`src/rtl/swz_pkg.sv`:
```
package swz_pkg;
  typedef enum logic [1:0] {
    MODE_NONE = 2'd0,
    MODE_32   = 2'd1,
    MODE_64   = 2'd2,
    MODE_128  = 2'd3
  } swzMode_e;

  localparam int SECT_LSB = 4;
  localparam int SECT_W   = 3;
  localparam int BANK_LSB = 2;
  localparam int BANK_W   = 5;
  localparam int ROW_W    = 3;

  // strobes from control to datapath
  typedef struct packed {
    logic       legal;
    logic [2:0] sectMask;
    logic [3:0] rowLsb;
    logic [1:0] rowDown;
  } swzCtl_t;
endpackage

```
`src/rtl/swz_ctrl.sv`:
```
module swz_ctrl
  import swz_pkg::*;
#(
  parameter int ROWB_W = 16
) (
  input  logic [1:0]        mode,
  input  logic [ROWB_W-1:0] rowBytes,
  output swzCtl_t           ctl,
  output logic              illegal
);
  localparam int EXT_W = ROWB_W + 1;

  logic [EXT_W-1:0] atomBytes;
  logic [EXT_W-1:0] rowExt;
  logic [3:0]       rowLsbSel;
  logic [1:0]       rowDownSel;
  logic [2:0]       maskSel;
  logic             fits;

  always_comb begin
    rowLsbSel  = 4'd7;
    rowDownSel = 2'd0;
    maskSel    = 3'b000;
    atomBytes  = '0;
    case (swzMode_e'(mode))
      MODE_32: begin
        rowLsbSel = 4'd5; rowDownSel = 2'd2; maskSel = 3'b001;
        atomBytes = EXT_W'(32);
      end
      MODE_64: begin
        rowLsbSel = 4'd6; rowDownSel = 2'd1; maskSel = 3'b011;
        atomBytes = EXT_W'(64);
      end
      MODE_128: begin
        rowLsbSel = 4'd7; rowDownSel = 2'd0; maskSel = 3'b111;
        atomBytes = EXT_W'(128);
      end
      default: begin
        rowLsbSel = 4'd7; rowDownSel = 2'd0; maskSel = 3'b000;
        atomBytes = '0;
      end
    endcase
  end

  assign rowExt = {1'b0, rowBytes};

  always_comb begin
    if (mode == 2'd0) fits = 1'b1;
    else fits = (rowExt >= atomBytes) && ((rowExt & (atomBytes - EXT_W'(1))) == '0);
  end

  assign illegal      = !fits;
  assign ctl.legal    = fits;
  assign ctl.sectMask = fits ? maskSel : 3'b000;
  assign ctl.rowLsb   = rowLsbSel;
  assign ctl.rowDown  = rowDownSel;
endmodule

```
`src/rtl/swz_remap.sv`:
```
module swz_remap
  import swz_pkg::*;
#(
  parameter int ADDR_W = 32
) (
  input  logic [ADDR_W-1:0] addr,
  input  swzCtl_t           ctl,
  output logic [ADDR_W-1:0] phys
);
  logic [ADDR_W-1:0] shifted;
  logic [ROW_W-1:0]  rowIdx;
  logic [ROW_W-1:0]  rowAdj;
  logic [SECT_W-1:0] xorVal;

  always_comb begin
    shifted = addr >> ctl.rowLsb;
    rowIdx  = shifted[ROW_W-1:0];
    rowAdj  = rowIdx >> ctl.rowDown;
    xorVal  = rowAdj & ctl.sectMask;
    phys    = addr;
    phys[SECT_LSB +: SECT_W] = addr[SECT_LSB +: SECT_W] ^ xorVal;
  end
endmodule

```
`src/rtl/swz_conflict.sv`:
```
module swz_conflict
  import swz_pkg::*;
#(
  parameter int LANES  = 8,
  parameter int ADDR_W = 32,
  parameter int CNT_W  = $clog2(LANES + 1)
) (
  input  logic                    clk,
  input  logic                    rst_n,
  input  logic                    accValid,
  input  logic [LANES*ADDR_W-1:0] physFlat,
  output logic                    resValid,
  output logic [CNT_W-1:0]        resCycles,
  output logic                    resConflict
);
  localparam int WORD_W = ADDR_W - BANK_LSB;

  logic [BANK_W-1:0] bankOf [LANES];
  logic [WORD_W-1:0] wordOf [LANES];
  logic [LANES-1:0]  firstHit;
  logic [CNT_W-1:0]  maxCnt;

  for (genvar k = 0; k < LANES; k++) begin : g_split
    assign bankOf[k] = physFlat[k*ADDR_W + BANK_LSB +: BANK_W];
    assign wordOf[k] = physFlat[k*ADDR_W + BANK_LSB +: WORD_W];
  end

  // a lane is the first requester of its word when no lower lane asks for it
  always_comb begin
    for (int i = 0; i < LANES; i++) begin
      firstHit[i] = 1'b1;
      for (int j = 0; j < i; j++) begin
        if (wordOf[j] == wordOf[i]) firstHit[i] = 1'b0;
      end
    end
  end

  always_comb begin
    logic [CNT_W-1:0] cnt;
    maxCnt = '0;
    for (int i = 0; i < LANES; i++) begin
      cnt = '0;
      for (int j = 0; j < LANES; j++) begin
        if (firstHit[j] && bankOf[j] == bankOf[i]) cnt = cnt + CNT_W'(1);
      end
      if (cnt > maxCnt) maxCnt = cnt;
    end
  end

  always_ff @(posedge clk or negedge rst_n) begin
    if (!rst_n) begin
      resValid    <= 1'b0;
      resCycles   <= '0;
      resConflict <= 1'b0;
    end else begin
      resValid <= accValid;
      if (accValid) begin
        resCycles   <= maxCnt;
        resConflict <= (maxCnt > CNT_W'(1));
      end
    end
  end
endmodule

```
`src/rtl/swz_mapper.sv`:
```
module swz_mapper
  import swz_pkg::*;
#(
  parameter int ADDR_W = 32,
  parameter int LANES  = 8,
  parameter int ROWB_W = 16,
  parameter int CNT_W  = $clog2(LANES + 1)
) (
  input  logic                    clk,
  input  logic                    rst_n,
  input  logic [1:0]              mode,
  input  logic [ROWB_W-1:0]       rowBytes,
  input  logic [ADDR_W-1:0]       addrIn,
  output logic [ADDR_W-1:0]       addrOut,
  output logic                    illegal,
  input  logic                    accValid,
  input  logic [LANES*ADDR_W-1:0] laneAddr,
  output logic                    resValid,
  output logic [CNT_W-1:0]        resCycles,
  output logic                    resConflict
);
  swzCtl_t ctl;
  logic [LANES*ADDR_W-1:0] lanePhys;

  swz_ctrl #(.ROWB_W(ROWB_W)) u_ctrl (
    .mode(mode), .rowBytes(rowBytes), .ctl(ctl), .illegal(illegal)
  );

  swz_remap #(.ADDR_W(ADDR_W)) u_main (
    .addr(addrIn), .ctl(ctl), .phys(addrOut)
  );

  for (genvar k = 0; k < LANES; k++) begin : g_lane
    swz_remap #(.ADDR_W(ADDR_W)) u_lane (
      .addr(laneAddr[k*ADDR_W +: ADDR_W]),
      .ctl (ctl),
      .phys(lanePhys[k*ADDR_W +: ADDR_W])
    );
  end

  swz_conflict #(.LANES(LANES), .ADDR_W(ADDR_W), .CNT_W(CNT_W)) u_conf (
    .clk(clk), .rst_n(rst_n), .accValid(accValid), .physFlat(lanePhys),
    .resValid(resValid), .resCycles(resCycles), .resConflict(resConflict)
  );
endmodule

```
`config.mk`:
```
export PLATFORM = sky130hd
export DESIGN_NAME = swz_mapper
export DESIGN_NICKNAME = d
export VERILOG_FILES = /design/src/rtl/swz_pkg.sv /design/src/rtl/swz_ctrl.sv /design/src/rtl/swz_remap.sv /design/src/rtl/swz_conflict.sv /design/src/rtl/swz_mapper.sv
export SDC_FILE = /design/constraint.sdc
export NUM_CORES = 1
export LEC_CHECK = 0
export CORE_MARGIN = 1.5
export CORE_UTILIZATION = 53
export CTS_CLUSTER_DIAMETER = 100
export DETAILED_ROUTE_END_ITERATION = 12
export DONT_BUFFER_PORTS = 1
export PLACE_DENSITY = 0.81
export SKIP_CTS_REPAIR_TIMING = 1
export SLEW_MARGIN = 5
export SYNTH_ARGS = -nofsm -noshare
export SYNTH_HDL_FRONTEND = slang
export SYNTH_SLANG_ARGS = --single-unit
```
`constraint.sdc`:
```
create_clock -name clk -period 3.2 [get_ports clk]
set_input_delay 0.64 -clock clk [delete_from_list [all_inputs] [get_ports clk]]
set_output_delay 0.64 -clock clk [all_outputs]
set_load 0.005 [all_outputs]
```
Word level (Yosys, flattened, before mapping)
Cells that the tools add are included.
{"block": "word_totals", "inputBits": 309, "output_inout_bits": 39, "elab_cells": 351, "regBits": 6}
{"block": "op_classes", "n_bitwise": 19, "n_reduce_logical": 53, "order_cmp": 10, "shifts": 18, "n_eq_ne": 87, "mux": 105, "addsub": 56}
{"cell": "== test 30 bit", "n": 28}
{"cell": "right shift 32 x 3 -> 3 bit", "n": 9}
{"cell": "== test 5 bit", "n": 56}
{"cell": "2-to-1 mux 4 bit", "n": 63}
{"cell": "adder 4 x 1 -> 4 bit, second input constant", "n": 47}
{"cell": "logical AND 1 bit", "n": 50}
{"cell": "2-to-1 mux 1 bit", "n": 36}
{"cell": "> comparator 4 bit", "n": 7}
{"cell": "AND 3 bit", "n": 9}
{"cell": "right shift 3 x 2 -> 3 bit", "n": 9}
{"cell": "XOR 3 bit", "n": 9}
{"cell": "case mux 8 bit (3 select lines)", "n": 1}
{"cell": "AND 16 x 17 -> 17 bit", "n": 1}
{"cell": "zero test 17 bit", "n": 1}
{"cell": "greater-or-equal comparator 16 x 8 -> 1 bit", "n": 1}
{"cell": "adder 1 x 1 -> 2 bit, second input constant", "n": 7}
{"cell": "case mux 3 bit (3 select lines)", "n": 1}
{"cell": "subtractor 8 x 1 -> 9 bit, second input constant", "n": 1}
{"cell": "> comparator 4 x 1 -> 1 bit, second input constant", "n": 2}
{"cell": "case mux 2 bit (2 select lines)", "n": 2}
{"cell": "== test 2 bit, second input constant", "n": 2}
{"cell": "adder 2 x 1 -> 3 bit, second input constant", "n": 1}
{"cell": "2-to-1 mux 3 bit", "n": 1}
{"cell": "== test 2 x 1 -> 1 bit, second input constant", "n": 1}
{"cell": "other kinds (3)", "n": 3}

Logic depth before layout (Yosys ltp)
Gate-level depths: netlist (run 1).
{"block": "logic_depth", "depth_word": 43, "ltp_mapped": 94, "depth_no_buf": 90}

Modules after synthesis
A second synthesis (run 1) with hierarchy kept.
{"block": "hier_totals", "hier_cells": 2882, "area_unflattened_um2": 23161.0}
{"module": "swz_conflict", "instances": 1, "cells_per_inst": 2121, "area_each_um2": 15956.6, "seq_area_each_um2": 150.1}
{"module": "swz_remap", "instances": 9, "cells_per_inst": 80, "area_each_um2": 763.2, "seq_area_each_um2": 0.0}
{"module": "swz_ctrl", "instances": 1, "cells_per_inst": 41, "area_each_um2": 335.3, "seq_area_each_um2": 0.0}

Least setup slack after synthesis (run 1)
OpenSTA, ideal clock, no wires.
{"block": "synth_timing", "path_type": "input to register", "startpoint": "input mode[0]", "endpoint": "register u_conf.resConflict", "setup_time_ns": 0.131, "slack_ns": -13.327, "n_path_buf": 4, "required_time_ns": 3.069, "cell_stages": 88, "arrival_ns": 16.396, "path_cell_list": "inv_1 -> ha_1 -> inv_1 -> ha_1 -> nand2_1 -> o21ai_2 -> o21ai_2 -> buf_2 -> buf_2 -> buf_2 -> buf_2 -> nor4_1 -> nor2_1 -> xnor2_1 -> nand3_1 -> inv_1 -> nand3_1 -> ha_1 -> [52 not listed] -> or3_1 -> ha_1 -> o21ai_0 -> nand2b_1 -> a21oi_1 -> a41oi_1 -> and2_1 -> inv_1 -> o41a_1 -> ha_1 -> o21ai_0 -> nand2b_1 -> a21oi_1 -> a41oi_1 -> nand2b_1 -> nor2_1 -> nor3_1 -> or3_1"}
{"block": "synth_via", "elab_chain_cells": 43, "word_cells_on_any_way": 343, "cone_classes": "56 x add/sub; 10 x order compare; 87 x eq/ne; 16 x shift; 105 x mux; 17 x bitwise; 52 x reduce/logical"}
{"element": "start: declaration", "line_no": "swz_mapper.sv:11", "rtl": "input logic [1:0] mode,"}
{"element": "== test 2 bit or == test 2 x 1 -> 1 bit (tied branches)", "line_no": "swz_ctrl.sv:25", "rtl": "case (swzMode_e'(mode))"}
{"element": "case mux 8 bit (3 select lines)", "line_no": "swz_ctrl.sv:25"}
{"element": "subtractor 8 x 1 -> 9 bit", "line_no": "swz_ctrl.sv:49", "rtl": "else fits = (rowExt >= atomBytes) && ((rowExt & (atomBytes - EXT_W'(1))) == '0);"}
{"element": "AND 16 x 17 -> 17 bit", "line_no": "swz_ctrl.sv:49"}
{"element": "zero test 17 bit", "line_no": "swz_ctrl.sv:49"}
{"element": "logical AND 1 bit", "line_no": "swz_ctrl.sv:49"}
{"element": "2-to-1 mux 1 bit", "line_no": "swz_ctrl.sv:48", "rtl": "if (mode == 2'd0) fits = 1'b1;"}
{"element": "2-to-1 mux 3 bit", "line_no": "swz_ctrl.sv:54", "rtl": "assign ctl.sectMask = fits ? maskSel : 3'b000;"}
{"element": "[27 not listed]"}
{"element": "2-to-1 mux 4 bit", "line_no": "swz_conflict.sv:46", "rtl": "if (cnt > maxCnt) maxCnt = cnt;"}
{"element": "> comparator 4 bit", "line_no": "swz_conflict.sv:46"}
{"element": "2-to-1 mux 4 bit", "line_no": "swz_conflict.sv:46"}
{"element": "> comparator 4 bit", "line_no": "swz_conflict.sv:46"}
{"element": "2-to-1 mux 4 bit", "line_no": "swz_conflict.sv:46"}
{"element": "> comparator 4 bit", "line_no": "swz_conflict.sv:46"}
{"element": "2-to-1 mux 4 bit (*)", "line_no": "swz_conflict.sv:46"}
{"element": "> comparator 4 x 1 -> 1 bit (*)", "line_no": "swz_conflict.sv:59", "rtl": "resConflict <= (maxCnt > CNT_W'(1));"}
{"element": "end signal: assignment", "line_no": "swz_conflict.sv:59"}
{"element": "end: declaration", "line_no": "swz_conflict.sv:14", "rtl": "output logic resConflict"}
Every way passes the cells marked *; elsewhere a longest branch is shown, timed or not.
A chain may end at the register's enable or synchronous reset.

Worst setup path in the final report (run 1)
{"block": "layout_timing", "startpoint": "input mode[1]", "endpoint": "register u_conf.resConflict"}
The elaborated chain is that of the path after synthesis.

==> impl_metrics.ini, run 1 <==
[grt]
grt_pass1_vias = 20500
grt.overflow.total = 0
grt_pass1_wl_um = 141000
grt_max_degree = 21
antenna_found_initial = 2
gr-usage-all-layers = 0.550

[power]
vdd_ir_drop_max_mv = 3.48
p_leak_uw = 0.00888
seqPwrFrac = 0.012
power_density_mw_per_mm2 = 649
power_frac_comb = 0.974
pwr-share-clk = 0.014
intPower_uw = 8030
swShare = 0.439
power.switching_uw = 6280

[drt]
vias = 21300
wl_per_cell_um = 31.9
wl_um = 101000
drtPass1Iterations = 7
post-route-drc-count = 0
ant_nets = 0
viasPerCell = 6.75
drt_iter0_drc = 2819

[cells_and_area]
drive_above_1_share = 0.263
area_delta_synth_final_pct = 22.9
mostFrequentLayoutCells = buf_4, xor2_1, xnor2_1
fin_area_sq_mm = 0.0220
mostFrequentLayoutCell = buf_4
stdcell_count = 3156
nNetsFinal = 3104

[clocking]
cts_made_buffers = 3
numClockSinks = 6
cts.path.max_buffers = 2
clk-insertion-delay-late_ns = 0.23
cts-root-buf = clkbuf_16
htree_num_levels = 1
clk_pin_slew_ns = 0.04
cts_tree = yes

[sta]
final-setup-viol-count = 5
period_needed_ns = 15.37
fin_crit_sh = 4.80
rsz0062_at_grt = true
maxSlewHeadroom = 0.431
fmax_ghz = 0.0651
hold_ws_ns = 0.106
setup_ws_ns = -12.17
drv_slew = 0
tns_ns = -59.87
fin_skew_ns = 0
hold_violations = 0
worstMarginPinSlew_ns = 0.846

[synthesis]
synth_area_sq_mm = 0.0179
synth.largest_area_cell = xor2_1
synth_seq_cells = 6
ys_warn_count = 0
ys_async_sr_fraction = 1.00
synth.avg_cell_area_sq_um = 7.29
ys_types = 97
synthTopCellsByArea = xor2_1, xnor2_1, ha_1
synth_seq_area_share = 0.00837
syn_nets = 2856
synthFlopType = dfrtp_1
synth_edf_count = 0
syn_inst = 2459
synth_top_area_frac = 0.236

[floorplan]
start_util = 0.536
dieArea_sq_mm = 0.0349
coreArea_sq_mm = 0.0334
die_width_um = 187
die_h_um = 187
ios = 348
num_rows = 67

[place]
routabilityCongestion = 1.23
numPortBuffers = 0
place_ws_ns = -12.51
dpl.cell_count = 3129
hpwl_um = 77200
dpl_cell_area_sq_mm = 0.0215

[hold_path]
hold_path.class = input port to asynchronous set/reset pin

[status]
violations = negative setup slack
status = complete, but fails checks

[critical_path]
critPathSlowestCell = or4_4
crit_arrival_ns = 15.46
slowest_delay_ns = 0.50
critPathKind = input port to register
cp_common_cell = ha_4
path_max_fanout = 10
required_ns = 3.30
crit_path_end_kind = register
cp-start-kind = input port

[job]
max-cap-violations = 0
[routing by layer]
layer	GRT usage	share of wire	up-vias
li1	-	-	8839
met1	0.610	0.34	9914
met2	0.796	0.39	1845
met3	0.250	0.16	690
met4	0.473	0.11	0
met5	0	0	-
[worst max-delay path, delay by kind of cell]
kind	cells	cell delay (ns)
adders and majority gates	15	3.61
muxes	5	1.42
xor gates and xnor gates	4	0.81
buffers and inverters	9	0.69
AOI/OAI and AO/OA	23	3.57
and+or+nand+nor	28	4.65
[registers in the layout, summed over array words and instances (netlist names)]
signal,count
u_conf.resCycles,4
u_conf.resConflict,1
u_conf.resValid,1
[Yosys cell counts (all sizes together) (4+ instances only)]
library cell and n:
xnor2 477, a41oi 4, o22ai 7, buf 97, o2111ai 13, o2111a 8, o31ai 4, nor3b 18
nand3 69, nand2b 22, a211oi 6, a21o 6, or3 5, o21a 5, or4 7, mux2 31
a21oi 29, nor4b 7, o21ai 36, dfrtp 6, or2 9, clkbuf 203, o211ai 25, nor3 91
nor4 123, nand4b 16, inv 66, nor2 75, and4 8, a211o 7, nand4 105, o31a 10
a31oi 14, mux2i 16, xor2 487, and3 25, and2 20, or4b 4, nor2b 9, ha 87
a311oi 4, nand2 149
[power groups by stage]
stage               sequential [uW]  combinational (uW)  clock [uW]
floorplan                       165                7780           0
global placement                171               11200           0
detailed placement              172               11700           0
CTS                             172               11800         205
global route                    174               15000         212
finish                          172               13900         205
[through the flow]
step	total power, uW	utilization
2_1_floorplan	7950	-
6_report	14300	0.659
4_1_cts	12200	0.645
3_3_place_gp	11400	0.643
5_1_grt	15400	0.659
3_5_place_dp	11900	0.643
[final cells by class]
class	instances	area [sq um]
multi-input combinational	2086	16800
sequential	6	150
tap	448	561
clock buffer	3	75.1
antenna	3	7.51
timing repair buffer	543	4190
fill	2814	11400
inverter	67	285
[kinds of logic (layout without fill, tap and decap cells)]
kind of cell	count (synthesis)	count (layout)	synth area share
xor+xnor	968	968	0.477
simple gates	772	772	0.241
buf+inv	367	613	0.0868
compound gates	211	211	0.0946
fa+ha+maj	88	88	0.0618
mux	47	47	0.0297
flops	6	6	0.00837
other cells	0	3	0
[worst paths after layout]
path,depth (start not counted),startpoint,slack [ns],end
max,84,mode[1],-12.17,u_conf.resConflict$_DFFE_PN0P_
min,0,rst_n,0.11,u_conf.resConflict$_DFFE_PN0P_
max reg2reg,4,u_conf.resConflict$_DFFE_PN0P_,1.91,u_conf.resConflict$_DFFE_PN0P_
min reg2reg,1,u_conf.resCycles[2]$_DFFE_PN0P_,0.54,u_conf.resCycles[2]$_DFFE_PN0P_
max in group asynchronous,0,rst_n,3.02,u_conf.resValid$_DFF_PN0_
min in group clk,0,accValid,0.44,u_conf.resValid$_DFF_PN0_
Power figures use the tool's default switching activity.
==> run 2, diff against run 1 <==
--- a/config.mk
+++ b/config.mk
@@ -6,11 +6,11 @@
 export NUM_CORES = 1
 export LEC_CHECK = 0
 export CORE_MARGIN = 1.5
-export CORE_UTILIZATION = 53
+export CORE_UTILIZATION = 45
 export CTS_CLUSTER_DIAMETER = 100
 export DETAILED_ROUTE_END_ITERATION = 12
 export DONT_BUFFER_PORTS = 1
-export PLACE_DENSITY = 0.81
+export PLACE_DENSITY = 0.72
 export SKIP_CTS_REPAIR_TIMING = 1
 export SLEW_MARGIN = 5
 export SYNTH_ARGS = -nofsm -noshare
==> run 2 against run 1 <==
Against the previous run: the flow still finishes with violations (negative setup slack); clock power about the same; clock skew unchanged; non-clock buffer count up 15; sequential share of layout area about the same; combinational power up 4%; wire length up 5.6%; utilization down 8.6 points; cell count up 2.6%; clock-buffer cell count unchanged; die area up 17%; global-route usage down 5.3 points; total power up 4.2%; critical endpoint is now u_conf.resCycles[2]$_DFFE_PN0P_; largest cell class unchanged.
==> impl_metrics.ini, run 2 (synthesized netlist as in run 1, its figures left out) <==
[cells_and_area]
num_antenna_cells = 0
drive_above_1_share = 0.271
nNetsFinal = 3119
largest_register = u_conf.resCycles
mostFrequentLayoutCells = buf_4, xor2_1, xnor2_1
area_delta_synth_final_pct = 24.6
largest_registers = u_conf.resCycles: 4 flops, u_conf.resConflict: 1 flops, u_conf.resValid: 1 flops
mostFrequentLayoutCell = buf_4
largest_reg_flops = 4

[critical_path]
crit_path_end_kind = register
required_ns = 3.31
critPathSlowestCell = o41a_1
r2r_slack_ns = 1.96
critPathKind = input port to register
path_max_fanout = 7
ff2ff_path_depth = 4
regToRegStartpoint = u_conf.resConflict$_DFFE_PN0P_
crit_arrival_ns = 15.64
cp_common_cell = ha_4
r2r_end = u_conf.resConflict$_DFFE_PN0P_
cp-start-kind = input port
slowest_delay_ns = 0.46

[status]
status = complete, but fails checks
violations = negative setup slack

[sta]
drv_slew = 0
rsz0062_at_grt = true
fin_crit_sh = 4.86
fmax_ghz = 0.0644
setup_ws_ns = -12.34
maxSlewHeadroom = 0.435
final-setup-viol-count = 5
worstMarginPinSlew_ns = 0.840
hold_violations = 0
fin_skew_ns = 0
period_needed_ns = 15.54

[power]
seqPwrFrac = 0.011
power_frac_comb = 0.975
p_leak_uw = 0.00896
swShare = 0.442
pwr-share-clk = 0.014
power.switching_uw = 6590
power_density_mw_per_mm2 = 668
intPower_uw = 8330
vdd_ir_drop_max_mv = 1.83
design_power_total_uw = 14900

[place]
routabilityCongestion = 1.14
place_ws_ns = -12.54
hpwl_um = 82800
numPortBuffers = 0

[grt]
antenna_found_initial = 3
grt.overflow.total = 0
grt_max_degree = 24
grt_pass1_wl_um = 147000
gr-usage-all-layers = 0.497
grt_pass1_vias = 20600

[clocking]
cts_tree = yes
clk_pin_slew_ns = 0.03
htree_num_levels = 1
clk-insertion-delay-late_ns = 0.23
numClockSinks = 6
cts_made_buffers = 3
cts.path.max_buffers = 2
cts-root-buf = clkbuf_16

[drt]
ant_nets = 0
wl_met1_um = 37700
drt_iter0_drc = 2366
wl_per_cell_um = 32.8
met2WireLength_um = 43800
maxUsedRoutingLayer = met5
viasPerCell = 6.44
wl_um = 106000
dr_wl_met3_um = 14000
post-route-drc-count = 0
vias = 20800
drtPass1Iterations = 6

[hold_path]
hold_path.class = input port to asynchronous set/reset pin

[floorplan]
coreArea_sq_mm = 0.0390
ios = 348
num_rows = 72
die_h_um = 203
start_util = 0.460
dieArea_sq_mm = 0.0411
die_width_um = 203

[job]
max-cap-violations = 0
## run 2: changes by cell type in the layout (fill, tap and decap cells not counted), moves of 3 or more
cell / previous run / this run
buf_4: 530 / 545
diode_2: 3 / 0
ha_4: 14 / 17
mux2i_1: 14 / 11
mux2i_2: 2 / 5
## run 2: power groups by stage
stage          registers (uW)  clock network (uW)  logic, uW
2_1_floorplan             165                   0       7780
3_3_place_gp              170                   0      11500
3_5_place_dp              172                   0      11900
4_1_cts                   171                 201      12100
5_1_grt                   174                 211      15700
6_report                  171                 202      14500
## run 2: critical path: cells and delay by family
family / cells / cell delay (ns)
buffers and inverters: 11 / 1.04
and+or+nand+nor: 20 / 3.08
muxes: 7 / 1.95
xor gates and xnor gates: 4 / 0.75
AOI/OAI and AO/OA: 28 / 4.81
adders and majority gates: 14 / 3.35
## run 2: worst max path at each step
stage	start	endpoint	slack, ns	cells past startpoint
global placement	mode[1]	u_conf.resConflict$_DFFE_PN0P_	-11.88	84
finish	mode[1]	u_conf.resCycles[2]$_DFFE_PN0P_	-12.34	84
floorplan	mode[0]	u_conf.resConflict$_DFFE_PN0P_	-12.24	88
CTS	mode[1]	u_conf.resConflict$_DFFE_PN0P_	-12.39	86
global route	mode[1]	u_conf.resConflict$_DFFE_PN0P_	-12.99	83
detailed placement	mode[1]	u_conf.resConflict$_DFFE_PN0P_	-12.54	86
## run 2: metal layers
layer	track usage	vias to the layer above
li1	-	8871
met1	0.571	9863
met2	0.749	1567
met3	0.172	543
met4	0.399	4
met5	0	-
## run 2: final cells by class
class | instances | area (sq um)
multi-input combinational | 2086 | 16900
tap | 518 | 648
clock buffer | 3 | 75.1
timing repair buffer | 558 | 4290
sequential | 6 | 150
fill | 3559 | 16700
inverter | 67 | 292
## run 2: per-stage QoR
step           instance area, sq um  TNS [ns]   util  hold slack (ns)  cells
6_report                      22300    -61.26  0.573            0.107   3238
5_1_grt                       22300    -64.47  0.573            0.100   3238
4_1_cts                       21800    -61.31  0.558            0.108   3214
3_5_place_dp                  21700    -62.02  0.556            0.345   3211
3_3_place_gp                  21700    -58.60  0.556            0.345   3211
2_1_floorplan                 18300    -60.10      -            0.344   2459
==> run 3, diff against run 2 <==
--- a/config.mk
+++ b/config.mk
@@ -10,7 +10,7 @@
 export CTS_CLUSTER_DIAMETER = 100
 export DETAILED_ROUTE_END_ITERATION = 12
 export DONT_BUFFER_PORTS = 1
-export PLACE_DENSITY = 0.72
+export PLACE_DENSITY = 0.7
 export SKIP_CTS_REPAIR_TIMING = 1
 export SLEW_MARGIN = 5
 export SYNTH_ARGS = -nofsm -noshare
==> constraint.sdc (replaced) <==
create_clock -name clk -period 16.5 [get_ports clk]
set_input_delay 3.3 -clock clk [delete_from_list [all_inputs] [get_ports clk]]
set_output_delay 3.3 -clock clk [all_outputs]
set_load 0.005 [all_outputs]
==> run 3 against run 2 <==
Against the previous run: the run still ends with negative setup slack left; setup slack better by 11 ns; non-clock buffer count down 201; first-iteration DRC count is 9.4% lower; largest power group unchanged; utilization decreased by 3.8 points; hold slack better by 0.44 ns.
==> impl_metrics.ini, run 3 (synthesized netlist as in run 1, its figures left out) <==
[status]
status = complete, but fails checks
violations = negative setup slack

[critical_path]
crit_path_end_kind = register
r2r_slack_ns = 15.23
critPathKind = input port to register
crit_arrival_ns = 18.06
endpoint = u_conf.resConflict$_DFFE_PN0P_
crit_path_start = mode[1]
cp-start-kind = input port
cp_common_cell = ha_4
slowest_delay_ns = 0.47
critPathSlowestCell = o41a_1
path_max_fanout = 6
regToRegStartpoint = u_conf.resConflict$_DFFE_PN0P_
ff2ff_path_depth = 4
r2r_end = u_conf.resConflict$_DFFE_PN0P_
required_ns = 16.60

[cells_and_area]
nNetsFinal = 2918
largest_register = u_conf.resCycles
largest_registers = u_conf.resCycles: 4 flops, u_conf.resConflict: 1 flops, u_conf.resValid: 1 flops
drive_above_1_share = 0.211
fin_area_sq_mm = 0.0209
mostFrequentLayoutCells = xor2_1, xnor2_1, buf_4
largest_reg_flops = 4
area_delta_synth_final_pct = 16.3
mostFrequentLayoutCell = xor2_1
fillerInstances = 3706

[floorplan]
start_util = 0.460
die_h_um = 203
coreArea_sq_mm = 0.0390
dieArea_sq_mm = 0.0411
ios = 348
num_rows = 72
die_width_um = 203

[sta]
fmax_ghz = 0.0557
period_needed_ns = 17.96
final-setup-viol-count = 5
fin_crit_sh = 1.09
fin_skew_ns = 0
hold_violations = 0
drv_slew = 0
hold_ws_ns = 0.551
worstMarginPinSlew_ns = 0.885
setup_ws_ns = -1.46
rsz0062_at_grt = true
maxSlewHeadroom = 0.405
tns_ns = -6.58

[power]
design_power_total_uw = 2690
vdd_ir_drop_max_mv = 0.371
p_leak_uw = 0.00796
power_density_mw_per_mm2 = 129

[grt]
grt.overflow.total = 0
grt_pass1_vias = 19100
grt_pass1_wl_um = 137000
antenna_found_initial = 4
grt_max_degree = 21
gr-usage-all-layers = 0.462

[hold_path]
min_from = u_conf.resCycles[0]$_DFFE_PN0P_
hold_path.class = register to register

[clocking]
cts_tree = yes
clk-insertion-delay-late_ns = 0.23
numClockSinks = 6
cts.path.max_buffers = 2
cts-root-buf = clkbuf_16
htree_num_levels = 1
clk_pin_slew_ns = 0.03
cts_made_buffers = 3

[place]
numPortBuffers = 0
routabilityCongestion = 1.12
hpwl_um = 77300
place_ws_ns = -2.05
dpl_cell_area_sq_mm = 0.0202

[drt]
wl_um = 98900
drt_iter0_drc = 2144
post-route-drc-count = 0
viasPerCell = 6.47
ant_nets = 0
drtPass1Iterations = 6
wl_per_cell_um = 32.6
vias = 19700

[job]
max-cap-violations = 0
[run 3: power breakdown]
group	switching (uW)	internal (uW)	leakage [uW]
Combinational	1200	1420	0.00786
Clock	8.40	31.1	0.0000370
Sequential	4.33	28.6	0.0000694
Total	1210	1480	0.00796
[run 3: area by class of cell]
cell class | count | area (sq um) | area share
multi-input cells | 2086 | 16900 | 0.811
repair buffers | 357 | 2750 | 0.132
well taps | 518 | 648 | 0.0311
inverters | 67 | 312 | 0.0149
flip-flops and latches | 6 | 150 | 0.00720
clock buffers | 3 | 75.1 | 0.00360
diodes | 1 | 2.50 | 0.000120
[run 3: worst max-delay path: cells and delay by family]
| kind | cells | cell delay (ns) |
|---|---|---|
| AO/OA/AOI/OAI | 27 | 4.39 |
| adder cells (fa/ha/maj) | 15 | 3.63 |
| AND/OR/NAND/NOR | 22 | 2.98 |
| multiplexers | 6 | 1.74 |
| buffers and inverters | 12 | 1.20 |
| XOR/XNOR | 4 | 0.80 |
[run 3: layer usage]
metal  vias to the layer above  wire length (um)  part of all wire  GRT usage
met2                      1362             41200              0.42      0.704
met1                      9411             36200              0.37      0.537
met4                         6              9130             0.092      0.351
met5                         -                46           0.00047          0
li1                       8460                 -                 -          -
met3                       423             12300              0.12      0.152
[run 3: worst min-delay path by stage]
stage | to | slack [ns] | cells after the start
6_report | u_conf.resCycles[0]$_DFFE_PN0P_ | 0.55 | 2
3_3_place_gp | u_conf.resCycles[2]$_DFFE_PN0P_ | 0.53 | 1
4_1_cts | u_conf.resCycles[1]$_DFFE_PN0P_ | 0.56 | 2
5_1_grt | u_conf.resCycles[0]$_DFFE_PN0P_ | 0.59 | 2
2_1_floorplan | u_conf.resCycles[2]$_DFFE_PN0P_ | 0.51 | 1
3_5_place_dp | u_conf.resCycles[0]$_DFFE_PN0P_ | 0.55 | 2
[run 3: metrics by stage]
step                       util  std cells
after floorplan               -       2459
after global placement    0.517       3011
after detailed placement  0.517       3011
after CTS                 0.519       3014
after global routing      0.535       3037
final                     0.535       3038
